<file path="src/rtl/rzs_pkg.sv">
package rzs_pkg;

  localparam int DEF_NCH = 8;
  localparam int DEF_PW  = 8;
  localparam int DEF_RW  = 11;

  // width of an index over n items, never below one bit
  function automatic int idx_w(input int n);
    return (n > 1) ? $clog2(n) : 1;
  endfunction

  typedef enum logic [1:0] {
    EM_IDLE = 2'd0,
    EM_SCAN = 2'd1
  } emit_state_t;

endpackage

</file>
<file path="src/rtl/rzs_cm_mean.sv">
module rzs_cm_mean #(
  parameter int NCH = 8,
  parameter int PW  = 8
) (
  input  logic [NCH*PW-1:0] samples,
  output logic [PW-1:0]     mean
);
  localparam int LOG = (NCH > 1) ? $clog2(NCH) : 0;
  localparam int SW  = PW + LOG;

  logic [SW-1:0] acc [NCH];

  // in-place pairwise adder tree, one level per pass
  always_comb begin
    for (int j = 0; j < NCH; j++) acc[j] = SW'(samples[j*PW +: PW]);
    for (int l = 0; l < LOG; l++) begin
      for (int j = 0; j < (NCH >> (l + 1)); j++) begin
        acc[j] = acc[2*j] + acc[2*j+1];
      end
    end
    mean = PW'(acc[0] >> LOG);
  end

endmodule

</file>
<file path="src/rtl/rzs_correct.sv">
module rzs_correct #(
  parameter int NCH = 8,
  parameter int PW  = 8
) (
  input  logic [NCH*PW-1:0] samples,
  input  logic [PW-1:0]     cm,
  input  logic [NCH*PW-1:0] peds,
  input  logic [PW-1:0]     thr,
  output logic [NCH*PW-1:0] vals,
  output logic [NCH-1:0]    mask
);

  for (genvar i = 0; i < NCH; i++) begin : g_ch
    logic [PW-1:0] smp, ped, d1, d2;
    assign smp = samples[i*PW +: PW];
    assign ped = peds[i*PW +: PW];
    assign d1  = (smp > cm)  ? smp - cm  : '0;
    assign d2  = (d1  > ped) ? d1  - ped : '0;
    assign vals[i*PW +: PW] = d2;
    assign mask[i] = (d2 > thr);
  end

endmodule

</file>
<file path="src/rtl/rzs_ped_mem.sv">
module rzs_ped_mem #(
  parameter int NCH = 8,
  parameter int PW  = 8,
  parameter int CW  = 3
) (
  input  logic              clk,
  input  logic              rst,
  input  logic              we,
  input  logic [CW-1:0]     waddr,
  input  logic [PW-1:0]     wdata,
  output logic [NCH*PW-1:0] rd_all
);

  logic [PW-1:0] store [NCH];

  always_ff @(posedge clk) begin
    if (rst) begin
      for (int i = 0; i < NCH; i++) store[i] <= '0;
    end else if (we && (32'(waddr) < NCH)) begin
      store[waddr] <= wdata;
    end
  end

  for (genvar i = 0; i < NCH; i++) begin : g_rd
    assign rd_all[i*PW +: PW] = store[i];
  end

endmodule

</file>
<file path="src/rtl/rzs_hit_emit.sv">
module rzs_hit_emit
  import rzs_pkg::*;
#(
  parameter int NCH = 8,
  parameter int PW  = 8,
  parameter int RW  = 11,
  parameter int CW  = 3
) (
  input  logic              clk,
  input  logic              rst,
  input  logic              load,
  input  logic [NCH-1:0]    load_mask,
  input  logic [NCH*PW-1:0] load_vals,
  input  logic [RW-1:0]     load_row,
  input  logic [PW-1:0]     load_thr,
  output logic              busy,
  output logic              out_valid,
  input  logic              out_ready,
  output logic [RW-1:0]     out_row,
  output logic [CW-1:0]     out_col,
  output logic [PW-1:0]     out_val,
  output logic              out_pix,
  output logic              out_eor
);

  emit_state_t       st_q;
  logic [NCH-1:0]    mask_q;
  logic [NCH*PW-1:0] vals_q;
  logic [RW-1:0]     row_q;
  logic [PW-1:0]     thr_q;
  logic [CW-1:0]     pick;
  logic [NCH-1:0]    rest;
  logic              found;
  logic              advance;

  // lowest pending column wins
  always_comb begin
    pick = '0;
    for (int i = NCH - 1; i >= 0; i--) begin
      if (mask_q[i]) pick = CW'(i);
    end
    found   = |mask_q;
    rest    = mask_q & ~(NCH'(1) << pick);
    advance = (st_q == EM_SCAN) && (!out_valid || out_ready);
  end

  assign busy = (st_q == EM_SCAN);

  always_ff @(posedge clk) begin
    if (rst) begin
      st_q      <= EM_IDLE;
      mask_q    <= '0;
      vals_q    <= '0;
      row_q     <= '0;
      thr_q     <= '0;
      out_valid <= 1'b0;
      out_row   <= '0;
      out_col   <= '0;
      out_val   <= '0;
      out_pix   <= 1'b0;
      out_eor   <= 1'b0;
    end else if (load) begin
      st_q   <= EM_SCAN;
      mask_q <= load_mask;
      vals_q <= load_vals;
      row_q  <= load_row;
      thr_q  <= load_thr;
    end else if (advance) begin
      out_valid <= 1'b1;
      out_row   <= row_q;
      if (found) begin
        out_col <= pick;
        out_val <= vals_q[pick*PW +: PW];
        out_pix <= 1'b1;
        out_eor <= (rest == '0);
        mask_q  <= rest;
        if (rest == '0) st_q <= EM_IDLE;
      end else begin
        out_col <= '0;
        out_val <= '0;
        out_pix <= 1'b0;
        out_eor <= 1'b1;
        st_q    <= EM_IDLE;
      end
    end else if (out_valid && out_ready) begin
      out_valid <= 1'b0;
    end
  end

  // checker state: last column handed over within the current row
  logic [CW-1:0] last_col_q;
  logic          in_row_q;
  always_ff @(posedge clk) begin
    if (rst) begin
      last_col_q <= '0;
      in_row_q   <= 1'b0;
    end else if (out_valid && out_ready) begin
      last_col_q <= out_col;
      in_row_q   <= !out_eor;
    end
  end

  AST_HOLD_BEAT: assert property (@(posedge clk) disable iff (rst)
    (out_valid && !out_ready) |=> (out_valid && $stable({out_row, out_col, out_val, out_pix, out_eor})));

  AST_ABOVE_THR: assert property (@(posedge clk) disable iff (rst)
    (out_valid && out_pix) |-> (out_val > thr_q));

  AST_ASCENDING: assert property (@(posedge clk) disable iff (rst)
    (out_valid && out_pix && in_row_q) |-> (out_col > last_col_q));

  AST_EMPTY_IS_EOR: assert property (@(posedge clk) disable iff (rst)
    (out_valid && !out_pix) |-> (out_eor && !in_row_q));

  AST_EOR_ENDS_ROW: assert property (@(posedge clk) disable iff (rst)
    (out_valid && out_ready && out_eor) |=> !out_valid);

endmodule

</file>
<file path="src/rtl/row_zs_pipe.sv">
module row_zs_pipe
  import rzs_pkg::*;
#(
  parameter int NCH = DEF_NCH,
  parameter int PW  = DEF_PW,
  parameter int RW  = DEF_RW,
  localparam int CW = idx_w(NCH)
) (
  input  logic              clk,
  input  logic              rst,
  input  logic              row_valid,
  input  logic [RW-1:0]     row_idx,
  input  logic [NCH*PW-1:0] row_samples,
  input  logic [PW-1:0]     thresh,
  output logic              in_ready,
  input  logic              test_mode,
  input  logic              ped_we,
  input  logic [CW-1:0]     ped_col,
  input  logic [PW-1:0]     ped_val,
  output logic              hit_valid,
  input  logic              hit_ready,
  output logic [RW-1:0]     hit_row,
  output logic [CW-1:0]     hit_col,
  output logic [PW-1:0]     hit_val,
  output logic              hit_pix,
  output logic              hit_eor
);

  // stage 1: captured row
  logic              s1_v;
  logic [RW-1:0]     s1_row;
  logic [NCH*PW-1:0] s1_smp;
  logic [PW-1:0]     s1_thr;
  // stage 2: row plus its common-mode level
  logic              s2_v;
  logic [RW-1:0]     s2_row;
  logic [NCH*PW-1:0] s2_smp;
  logic [PW-1:0]     s2_thr;
  logic [PW-1:0]     s2_cm;

  logic [PW-1:0]     mean_c;
  logic [NCH*PW-1:0] peds;
  logic [NCH*PW-1:0] corr_vals;
  logic [NCH-1:0]    corr_mask;
  logic              emit_busy;
  logic              accept;
  logic              ped_wr_ok;

  assign in_ready  = !(s1_v || s2_v || emit_busy || hit_valid);
  assign accept    = row_valid && in_ready;
  assign ped_wr_ok = ped_we && in_ready && !test_mode;

  always_ff @(posedge clk) begin
    if (rst) begin
      s1_v <= 1'b0;
      s2_v <= 1'b0;
    end else begin
      s1_v <= accept;
      s2_v <= s1_v;
    end
  end

  always_ff @(posedge clk) begin
    if (accept) begin
      s1_row <= row_idx;
      s1_smp <= row_samples;
      s1_thr <= thresh;
    end
    if (s1_v) begin
      s2_row <= s1_row;
      s2_smp <= s1_smp;
      s2_thr <= s1_thr;
      s2_cm  <= mean_c;
    end
  end

  rzs_cm_mean #(.NCH(NCH), .PW(PW)) u_mean (
    .samples (s1_smp),
    .mean    (mean_c)
  );

  rzs_ped_mem #(.NCH(NCH), .PW(PW), .CW(CW)) u_ped (
    .clk    (clk),
    .rst    (rst),
    .we     (ped_wr_ok),
    .waddr  (ped_col),
    .wdata  (ped_val),
    .rd_all (peds)
  );

  rzs_correct #(.NCH(NCH), .PW(PW)) u_corr (
    .samples (s2_smp),
    .cm      (s2_cm),
    .peds    (peds),
    .thr     (s2_thr),
    .vals    (corr_vals),
    .mask    (corr_mask)
  );

  rzs_hit_emit #(.NCH(NCH), .PW(PW), .RW(RW), .CW(CW)) u_emit (
    .clk       (clk),
    .rst       (rst),
    .load      (s2_v),
    .load_mask (corr_mask),
    .load_vals (corr_vals),
    .load_row  (s2_row),
    .load_thr  (s2_thr),
    .busy      (emit_busy),
    .out_valid (hit_valid),
    .out_ready (hit_ready),
    .out_row   (hit_row),
    .out_col   (hit_col),
    .out_val   (hit_val),
    .out_pix   (hit_pix),
    .out_eor   (hit_eor)
  );

  AST_PED_FROZEN: assert property (@(posedge clk) disable iff (rst)
    (!in_ready || test_mode) |=> $stable(peds));

  AST_NOT_READY_WHILE_OUT: assert property (@(posedge clk) disable iff (rst)
    hit_valid |-> !in_ready);

  AST_LOAD_FROM_ACCEPT: assert property (@(posedge clk) disable iff (rst)
    s2_v |-> $past(accept, 2));

endmodule

</file>
<file path="config.mk">
export PLATFORM = sky130hd
export DESIGN_NAME = row_zs_pipe
export DESIGN_NICKNAME = d
export VERILOG_FILES = /design/src/rtl/rzs_pkg.sv /design/src/rtl/rzs_cm_mean.sv /design/src/rtl/rzs_correct.sv /design/src/rtl/rzs_ped_mem.sv /design/src/rtl/rzs_hit_emit.sv /design/src/rtl/row_zs_pipe.sv
export SDC_FILE = /design/constraint.sdc
export NUM_CORES = 1
export LEC_CHECK = 0
export ABC_CLOCK_PERIOD_IN_PS = 5650
export BUFFER_PORTS_ARGS = -buffer_cell sky130_fd_sc_hd__buf_2
export CAP_MARGIN = 25
export CORE_AREA = 5 5 213 215
export DETAILED_ROUTE_END_ITERATION = 8
export DIE_AREA = 0 0 218 220
export GPL_TIMING_DRIVEN = 0
export MAX_ROUTING_LAYER = met4
export PLACE_DENSITY = 0.67
export SLEW_MARGIN = 0
export SYNTH_ARGS = -nofsm -noshare
export SYNTH_HDL_FRONTEND = slang
export SYNTH_SLANG_ARGS = --single-unit
</file>
<file path="constraint.sdc">
create_clock -name clk -period 5.65 [get_ports clk]
set_input_delay 0.565 -clock clk [delete_from_list [all_inputs] [get_ports clk]]
set_output_delay 0.565 -clock clk [all_outputs]
set_load 0.01 [all_outputs]
</file>
==> flow_metrics.py, run 1 <==
metrics = {
    "cts": {
        "clk-insertion-delay-late_ns": 0.55,
        "path_clk_slew_ns": 0.06,
        "ctsRootBufferMaster": "clkbuf_16",
        "clock-sinks": 349,
        "cts_buffer_depth": 3,
        "cts_tree": "built",
        "h-tree-depth": 2,
        "cts_made_buffers": 39,
        "holdBufCountCts": 0,
    },
    "yosys": {
        "synth_top_cell_area_share": 0.3362,
        "post-synth-top-count-cell": "nor2_1",
        "synthTopCellsByCount": "nor2_1 (243), edfxtp_1 (238), ha_1 (235), inv_1 (123), dfxtp_1 (111)",
        "syn-cell-area_um2": 21260,
        "synth.area.top_cells": "edfxtp_1 (34%), ha_1 (14%), dfxtp_1 (10%), nor2_1 (4.3%), fa_1 (3.5%)",
        "synth_cells": 2022,
        "synth-simple-area-share": 0.1573,
        "yosys.area.top_type": "edfxtp_1",
        "ys.flop_type": "edfxtp_1",
        "ys_ff_latch": 349,
        "synthXorXnorAreaFrac": 0.03708,
        "synth_top_family_by_area": "adder cells",
        "synth_warnings": 0,
        "seq_area_frac_synth": 0.4407,
        "synth.mux.area_fraction": 0.01507,
        "synth-compound-area-share": 0.1457,
        "synth.avg_cell_area_um2": 10.51,
        "syn_nets": 2394,
        "synth_cell_types": 73,
        "ys_async_sr_fraction": 0,
        "synth-edff-count": 238,
        "synthAdderAreaFrac": 0.1732,
    },
    "route": {
        "drtAntennaViolNets": 0,
        "routedWlPerCell_um": 18.96,
        "routed_via_density": 5.524,
        "drt-initial-drc-count": 1285,
        "wl_mm": 53.53,
        "drc": 0,
        "drtPass1Iterations": 5,
        "vias": 15599,
    },
    "floorplanning": {
        "rows": 77,
        "dieArea_um2": 47960,
        "fp.dieH_um": 220,
        "pin_count": 126,
        "core_um2": 43550,
        "start_util": 0.4882,
        "die_width_um": 218,
    },
    "cells_and_area": {
        "finalNonFillerCells": 2824,
        "utilization": 0.5528,
        "postLayoutCellArea_um2": 24070,
        "nets": 2574,
        "final_layout_size_suffix_gt1_frac": 0.1256,
        "area_growth_pct": 13.25,
    },
    "grt": {
        "antenna_found_initial": 2,
        "grt_pass1_wl_mm": 83.48,
        "grt_max_degree": 73,
        "first_global_vias": 15237,
        "grt-ovfl-total": 0,
        "grt_usage": 0.2273,
    },
    "critical_path": {
        "worstPathRequired_ns": 6.08,
        "critical_path_class": "flop to flop",
        "crit_fanout": 10,
        "cp-start-kind": "flop",
        "end_kind": "flop",
        "cp.arrival_ns": 5.78,
    },
    "timing": {
        "setup_violations": 0,
        "slew-limit-headroom": 0.3252,
        "worstMarginPinSlew_ns": 1.002,
        "setup_ws_ns": 0.2938,
        "slew_viol_final": 0,
        "holdWs_ns": 0.1842,
        "timing_hold_violations_final": 0,
        "period_share": 0.9480,
        "fmax_ghz": 0.1867,
        "finClkSkew_ns": 0.01785,
        "min_period_ns": 5.356,
    },
    "status": {
        "status": "finished clean",
    },
    "flow_run": {
        "max_cap_viol_count": 0,
    },
    "power_and_ir_drop": {
        "cellPowerDensity_nw_per_um2": 539.8,
        "vdd_drop_max_v": 0.0005855,
        "leakage_nw": 9.831,
    },
    "placement": {
        "gp_congestion": 0.9473,
        "dp_slack_ns": -0.1734,
        "dp_hpwl_mm": 42.52,
        "port_buffers": 124,
        "post-place-cells": 2740,
        "post_dp_cell_area_um2": 22680,
    },
    "min_path": {
        "hold_class": "input pin to flop",
    },
}
[worst paths after layout]
| kind | startpoint | to | slack (ns) | depth (start not counted) |
|---|---|---|---|---|
| max | s2_cm[2] | u_emit.mask_q[1] | 0.29 | 23 |
| min reg2reg | s1_thr[6] | s2_thr[6] | 0.42 | 0 |
| min | row_samples[22] | s1_smp[22] | 0.18 | 1 |
| max reg2reg | s2_cm[2] | u_emit.mask_q[1] | 0.29 | 23 |
[sequential cells by signal, indices dropped and copies added, names as in the netlist, 3 cells and up]
name	count
u_emit.row_q	11
u_emit.out_row	11
u_emit.out_val	8
s1_thr	8
s1_smp	64
s2_smp	64
u_emit.out_col	3
s2_thr	8
s1_row	11
u_emit.vals_q	64
u_ped.store	64
u_emit.mask_q	8
s2_cm	8
s2_row	11
[through the flow]
step | TNS [ns] | total power, mW
4_1_cts | 0 | 12.84
3_5_place_dp | -0.2087 | 10.33
5_1_grt | -0.001034 | 14.03
2_1_floorplan | 0 | 8.521
6_report | 0 | 13.00
3_3_place_gp | -31.68 | 10.08
[layout make-up]
type / instances / area [um^2]
Clock buffer: 49 / 1055
Sequential cell: 349 / 9373
Fill cell: 3912 / 19470
Timing Repair Buffer: 139 / 778.2
Multi-Input combinational cell: 1509 / 11310
Antenna cell: 3 / 7.507
Clock inverter: 19 / 150.1
Tap cell: 592 / 740.7
Inverter: 123 / 465.4
Buffer: 41 / 197.7
[worst max-delay path, stage by stage (launching register included)]
cell and delay (ns):
edfxtp_1 0.38, clkinvlp_4 0.21, ha_1 0.38, nor2b_1 0.16
o21a_1 0.18, o21a_1 0.19, o31a_1 0.29, o31ai_4 0.36
or2_2 0.19, ha_1 0.18, fa_1 0.24, nor2b_1 0.07
o31a_1 0.27, o31a_1 0.27, o31ai_1 0.26, buf_2 0.28
nor2_1 0.06, ha_1 0.29, nor2b_1 0.13, o21ai_0 0.14
nand2b_1 0.07, a21oi_1 0.24, o2111ai_1 0.18, o2111a_1 0.20
[cell families after synthesis]
group | count (synthesis)
compound gates | 440
xor+xnor | 90
fa+ha+maj | 272
buf+inv | 164
flops | 349
mux | 32
simple gates | 675
[cells in the final DEF, fill, tap and decap left out, drive strengths merged, types with 12 or more instances in the layout]
cell	count
mux2i	32
fa	37
buf	150
xnor2	42
o31ai	12
edfxtp	238
o32ai	12
nor2b	50
ha	235
o21a	35
nor3	56
dfxtp	111
a21o	35
xor2	48
a211oi	21
and2	74
inv	125
clkinv	13
o31a	18
nand2b	36
or2	32
a2111oi	18
o21ai	110
nand4	44
clkbuf	79
nor2	243
a21oi	99
nand2	100
[power breakdown]
group          internal (mW)  switching (mW)
clock                   1.41            1.02
combinational           3.03            4.42
sequential              3.01           0.103
[repair_timing]
item                                    in CTS  in global routing
setup buffers                                3                  5
endpoints found under the setup margin       3                  8
pin swaps                                    0                  1
gates resized for setup                      3                 16
[routing by layer]
| metal | wire length [um] | track usage |
|---|---|---|
| met5 | 0 | - |
| met4 | 1595 | 0.07055 |
| met3 | 2640 | 0.02885 |
| met2 | 25080 | 0.3735 |
| met1 | 24210 | 0.2968 |
No activity file was read; power rests on OpenSTA's default activity.
==> inputs of run 2 (changes only) <==
CTS_BUF_LIST = sky130_fd_sc_hd__clkbuf_8   (was default)
HOLD_SLACK_MARGIN = 0.03   (was default)
==> run 2 against run 1 <==
Compared with the run above: critical path type unchanged; sequential power about the same; register-to-register slack about the same; clock power is 13% lower; final cell count increased by 2.5%; power fell by 2.3%; combinational power about the same; die area stayed put; clock skew up 0.017 ns; sequential share of layout area shrank 0.34 points; fmax increased by 0.18%; core utilization grew 0.49 points; count of clock-buffer cells in the layout increased by 13.
==> flow_metrics.py, run 2 (synthesized netlist as in run 1, its figures left out) <==
metrics = {
    "status": {
        "status": "finished clean",
    },
    "floorplanning": {
        "rows": 77,
        "dieArea_um2": 47960,
        "start_util": 0.4882,
        "fp.dieH_um": 220,
        "pin_count": 126,
        "core_um2": 43550,
        "die_width_um": 218,
    },
    "placement": {
        "port_buffers": 124,
        "dp_slack_ns": -0.1734,
        "dp_hpwl_mm": 42.52,
        "post_dp_cell_area_um2": 22680,
        "gp_congestion": 0.9473,
    },
    "cts": {
        "h-tree-depth": 2,
        "path_clk_slew_ns": 0.06,
        "cts_buffer_depth": 3,
        "clock-sinks": 349,
        "cts_made_buffers": 57,
        "ctsRootBufferMaster": "clkbuf_8",
        "clk-insertion-delay-late_ns": 0.66,
        "cts_tree": "built",
    },
    "route": {
        "drc": 0,
        "routed_via_density": 5.480,
        "drtPass1Iterations": 6,
        "drt-initial-drc-count": 1242,
        "routedWlPerCell_um": 18.79,
        "vias": 15860,
        "wl_mm": 54.39,
        "drtAntennaViolNets": 0,
    },
    "timing": {
        "slew_viol_final": 0,
        "fmax_ghz": 0.1870,
        "period_share": 0.9463,
        "finClkSkew_ns": 0.03436,
        "worstMarginPinSlew_ns": 0.9693,
        "min_period_ns": 5.347,
        "timing_hold_violations_final": 0,
        "slew-limit-headroom": 0.3470,
        "setup_ws_ns": 0.3032,
        "setup_violations": 0,
    },
    "critical_path": {
        "crit_fanout": 10,
        "critical_path_class": "flop to flop",
        "max_stage_delay_ns": 0.40,
        "path_cells": "clkinvlp_4 > buf_12 > ha_1 > nor2b_1 > o21a_1 > o21a_1 > o31a_1 > o31ai_4 > nor2_1 > ha_1 > a21oi_1 > o21ai_0 > a31o_2 > a21oi_4 > nor2_1 > ha_1 > nor2b_1 > o21a_1 > o21ai_0 > a21oi_1 > a2111oi_1 > nor4_1",
        "cp.arrival_ns": 5.84,
        "end_kind": "flop",
        "r2r_slack_ns": 0.30,
        "worstPathRequired_ns": 6.14,
        "crit_buf_inv": 2,
        "cp-start-kind": "flop",
        "crit_family": "compound AO/OA/AOI/OAI gates",
        "critPathSlowestCell": "a2111oi_1",
    },
    "grt": {
        "grt_max_degree": 73,
        "grt_usage": 0.2306,
        "antenna_found_initial": 3,
        "grt-ovfl-total": 0,
        "grt_pass1_wl_mm": 84.71,
        "first_global_vias": 15568,
    },
    "min_path": {
        "hold_class": "input pin to flop",
    },
    "cells_and_area": {
        "layout_common_cells": "nor2_1 (243), edfxtp_1 (238), ha_1 (235)",
        "nets": 2625,
        "area_growth_pct": 14.26,
        "final_layout_size_suffix_gt1_frac": 0.1301,
        "layout_commonest_cell": "nor2_1",
        "postLayoutCellArea_um2": 24290,
    },
    "power_and_ir_drop": {
        "cellPowerDensity_nw_per_um2": 522.9,
        "leakage_nw": 10.00,
        "vdd_drop_max_v": 0.0005826,
    },
    "flow_run": {
        "max_cap_viol_count": 0,
    },
}
run 2: cell types whose count changed in the layout (fill, tap and decap cells not counted):
cell           previous run  this run
diode_2                   3         4
clkinv_1                  7        13
inv_8                     0         1
clkbuf_16                40         0
clkbuf_1                 31        24
inv_1                   122       140
dlygate4sd3_1             0        33
inv_6                     3         1
clkbuf_8                  2        62
run 2: layout make-up:
cell class                      count  area (um^2)
Fill cell                        3906        19260
Sequential cell                   349         9373
Clock inverter                     42        234.0
Multi-Input combinational cell   1509        11310
Inverter                          123        465.4
Clock buffer                       62        853.3
Tap cell                          592        740.7
Timing Repair Buffer              172         1109
Buffer                             41        197.7
Antenna cell                        4        10.01
run 2: per-stage QoR:
stage | utilization | power, mW | cells | hold WS (ns) | TNS (ns)
6_report | 0.5578 | 12.70 | 2894 | 0.07856 | 0
5_1_grt | 0.5577 | 13.76 | 2893 | 0.03001 | -0.01989
4_1_cts | 0.5539 | 12.54 | 2878 | 0.03005 | 0
3_5_place_dp | 0.5208 | 10.33 | 2740 | 0.4045 | -0.2087
3_3_place_gp | 0.5194 | 10.08 | 2738 | 0.4016 | -31.68
2_1_floorplan | - | 8.521 | 2022 | 0.4003 | 0
run 2: worst register-to-register path: stages (launching register included):
cell	delay, ns
edfxtp_1	0.39
clkinvlp_4	0.21
buf_12	0.19
ha_1	0.32
nor2b_1	0.17
o21a_1	0.18
o21a_1	0.20
o31a_1	0.29
o31ai_4	0.37
nor2_1	0.18
ha_1	0.37
a21oi_1	0.14
o21ai_0	0.17
a31o_2	0.32
a21oi_4	0.27
nor2_1	0.08
ha_1	0.29
nor2b_1	0.13
o21a_1	0.16
o21ai_0	0.15
a21oi_1	0.09
a2111oi_1	0.40
nor4_1	0.10
run 2: per-layer routing:
metal  track usage  vias up  routed length [um]
li1              -     7827                   -
met1        0.2971     7477               24400
met2        0.3820      451               25900
met3       0.03407      105                2650
met4       0.06803        0                1436
met5             -        -                   0
run 2: path summary, 6_finish.rpt:
path,from,endpoint,cells past startpoint
setup / recovery,s2_cm[2],u_emit.mask_q[2],22
hold / removal,row_samples[40],s1_smp[40],1
setup reg to reg,s2_cm[2],u_emit.mask_q[2],22
hold reg to reg,s1_thr[6],s2_thr[6],0
run 2: what timing repair did:
item                                    4_1_cts  5_1_grt
pin swaps                                     0        1
setup buffers                                 3        5
resized for setup                             4       15
endpoints found under the setup margin        4        8
endpoints found under the hold margin        31        2
hold buffers                                 31        2
run 2: power breakdown:
group          internal, mW  switching (mW)
logic                  3.05            4.42
registers              3.01           0.104
clock network          1.10            1.02
total                  7.16            5.54
==> inputs of run 3 (changes only) <==
ABC_AREA = 1   (was default)
CAP_MARGIN = default   (was 25)
CORE_AREA = 5 5 192 194   (was 5 5 213 215)
DIE_AREA = 0 0 197 199   (was 0 0 218 220)
PLACE_DENSITY = 0.82   (was 0.67)
==> run 3 against run 2 <==
Compared with the run above: hold slack gained 0.0039 ns; fmax is 1.5% higher; count of clock-buffer cells in the layout is 1 higher; largest cell class unchanged; setup slack better by 0.079 ns; non-clock buffer count shrank 34; wire length up 1.8%; synthesized cell count grew 21%; global-route usage is 5.9 points higher; area after synthesis up 3.1%; core utilization is 14 points higher; first-iteration DRC count shrank 4.8%; clock skew is 0.0054 ns higher.
==> flow_metrics.py, run 3 <==
metrics = {
    "status": {
        "status": "finished clean",
    },
    "route": {
        "drt-initial-drc-count": 1183,
        "vias": 17575,
        "drtAntennaViolNets": 0,
        "routed_via_density": 5.592,
        "wl_mm": 55.34,
        "drc": 0,
        "drtPass1Iterations": 6,
        "routedWlPerCell_um": 17.61,
    },
    "timing": {
        "worstMarginPinSlew_ns": 1.009,
        "setup_violations": 0,
        "fmax_ghz": 0.1898,
        "rsz0062_at_grt": "no",
        "min_period_ns": 5.268,
        "period_share": 0.9323,
        "slew-limit-headroom": 0.3271,
        "timing_hold_violations_final": 0,
        "slew_viol_final": 0,
        "finClkSkew_ns": 0.03974,
    },
    "floorplanning": {
        "rows": 69,
        "core_um2": 35050,
        "dieArea_um2": 39200,
        "die_width_um": 197,
        "start_util": 0.6255,
        "pin_count": 126,
        "fp.dieH_um": 199,
    },
    "cells_and_area": {
        "utilization": 0.6972,
        "multi_input_area_um2": 10890,
        "final_layout_size_suffix_gt1_frac": 0.1168,
        "nets": 3004,
        "area_growth_pct": 11.47,
        "layout_commonest_cell": "inv_1",
        "layout_common_cells": "inv_1 (393), nand2_1 (367), a21oi_1 (250)",
        "fillCellCount": 2782,
        "seqCellArea_um2": 9373,
    },
    "placement": {
        "gp_congestion": 0.9484,
        "dp_hpwl_mm": 44.16,
        "port_buffers": 125,
    },
    "yosys": {
        "synth_warnings": 0,
        "syn_nets": 2812,
        "synth_top_cell_area_share": 0.3260,
        "post-synth-top-count-cell": "inv_1",
        "synth.area.top_cells": "edfxtp_1 (33%), ha_1 (13%), dfxtp_1 (10%), inv_1 (6.4%), nand2_1 (6.3%)",
        "ys_ff_latch": 349,
        "synth_cells": 2440,
        "synthTopCellsByCount": "inv_1 (376), nand2_1 (367), a21oi_1 (250), edfxtp_1 (238), ha_1 (235)",
        "synth_cell_types": 61,
        "yosys.area.top_type": "edfxtp_1",
        "syn-cell-area_um2": 21920,
        "synth.avg_cell_area_um2": 8.985,
        "ys.flop_type": "edfxtp_1",
        "synth-edff-count": 238,
        "ys_async_sr_fraction": 0,
        "seq_area_frac_synth": 0.4273,
    },
    "power_and_ir_drop": {
        "p_total_mw": 13.66,
        "vdd_drop_max_v": 0.0004189,
        "cellPowerDensity_nw_per_um2": 558.9,
        "leakage_nw": 11.49,
    },
    "cts": {
        "cts_tree": "built",
        "ctsRootBufferMaster": "clkbuf_8",
        "ctsResizeCount": 0,
        "holdBufCountCts": 0,
        "h-tree-depth": 2,
        "clk-insertion-delay-late_ns": 0.67,
        "clock-sinks": 349,
        "path_clk_slew_ns": 0.06,
        "cts_buffer_depth": 3,
        "post_cts_buffers": 0,
        "cts_made_buffers": 58,
    },
    "critical_path": {
        "cp-start-kind": "flop",
        "end_kind": "flop",
        "crit_fanout": 8,
        "critical_path_class": "flop to flop",
        "worstPathRequired_ns": 6.16,
        "worst-r2r-cell-count": 22,
        "cp.arrival_ns": 5.78,
    },
    "grt": {
        "grt-ovfl-total": 0,
        "grt_pass1_wl_mm": 87.53,
        "antenna_found_initial": 3,
        "first_global_vias": 17472,
        "grt_max_degree": 75,
        "grt_usage": 0.2894,
    },
    "min_path": {
        "hold_class": "input pin to flop",
        "whs_path_depth": 1,
    },
    "flow_run": {
        "max_cap_viol_count": 0,
    },
}
-- run 3: cell count changes after synthesis, moves of 30 or more --
cell      change
nor2b_1      -50
o21a_1       -33
and2_1       -73
nand3_1      +72
nor3_1       -30
inv_1       +253
a21oi_1     +151
nand2b_1     -36
mux2i_1      -32
nand2_1     +267
-- run 3: worst paths after layout --
kind | from | to | slack [ns]
hold / removal | thresh[2] | s1_thr[2] | 0.08
hold reg to reg | s1_thr[5] | s2_thr[5] | 0.42
setup / recovery | s2_cm[0] | u_emit.mask_q[1] | 0.38
setup reg to reg | s2_cm[0] | u_emit.mask_q[1] | 0.38
-- run 3: kinds of logic (layout without fill, tap and decap cells) --
logic type / after synthesis / after routing / share of synthesized area
simple gates: 848 / 848 / 0.1781
compound gates: 444 / 444 / 0.1132
buf+inv: 434 / 673 / 0.07636
flops: 349 / 349 / 0.4273
fa+ha+maj: 272 / 272 / 0.1679
xor+xnor: 93 / 93 / 0.03715
other cells: 0 / 3 / 0
-- run 3: cell type report --
cell class	count	area share
multi-input cells	1657	0.4455
flip-flops and latches	349	0.3835
inverters	387	0.05944
clock buffers	63	0.03548
repair buffers	132	0.03011
well taps	461	0.02360
clock inverters	44	0.01290
plain buffers	47	0.009062
diodes	3	0.0003072
-- run 3: metrics by stage --
stage	worst slack, ns	hold WS (ns)	area [um^2]	setup TNS (ns)	std cells
after floorplan	0.9848	0.4003	21930	0	2440
after global placement	-0.1741	0.4041	23130	-12.75	3026
after detailed placement	0.3863	0.4045	23200	0	3029
after CTS	0.3425	0.04558	24390	0	3136
after global routing	0.04586	0.04797	24440	0	3143
final	0.3824	0.08242	24440	0	3143
-- run 3: report_power, final --
part	total, mW	internal, mW	switching, mW
clock	2.28	1.22	1.06
combinational	8.25	3.07	5.18
sequential	3.13	3.01	0.117
total	13.7	7.31	6.35
-- run 3: routing by layer --
metal / vias to the layer above / global-route usage / routed length, um
li1: 8617 / - / -
met1: 8066 / 0.3404 / 22330
met2: 695 / 0.4870 / 26520
met3: 197 / 0.04861 / 3475
met4: 0 / 0.1379 / 3015
met5: - / - / 0
-- run 3: critical path, stage by stage, from the launching register on --
cell and delay [ns]:
edfxtp_1 0.61, ha_1 0.33, fa_1 0.36, inv_1 0.08, nand2_1 0.07, nand2_1 0.06, a21oi_1 0.09, o221ai_1 0.17
nand2_1 0.20, or2_2 0.35, ha_1 0.22, fa_1 0.44, o21ai_1 0.27, nand2_1 0.10, o311ai_0 0.14, nand2_1 0.20
inv_2 0.14, nand2_1 0.11, inv_1 0.08, ha_1 0.16, nand3_1 0.11, o41ai_1 0.70, a21oi_1 0.14
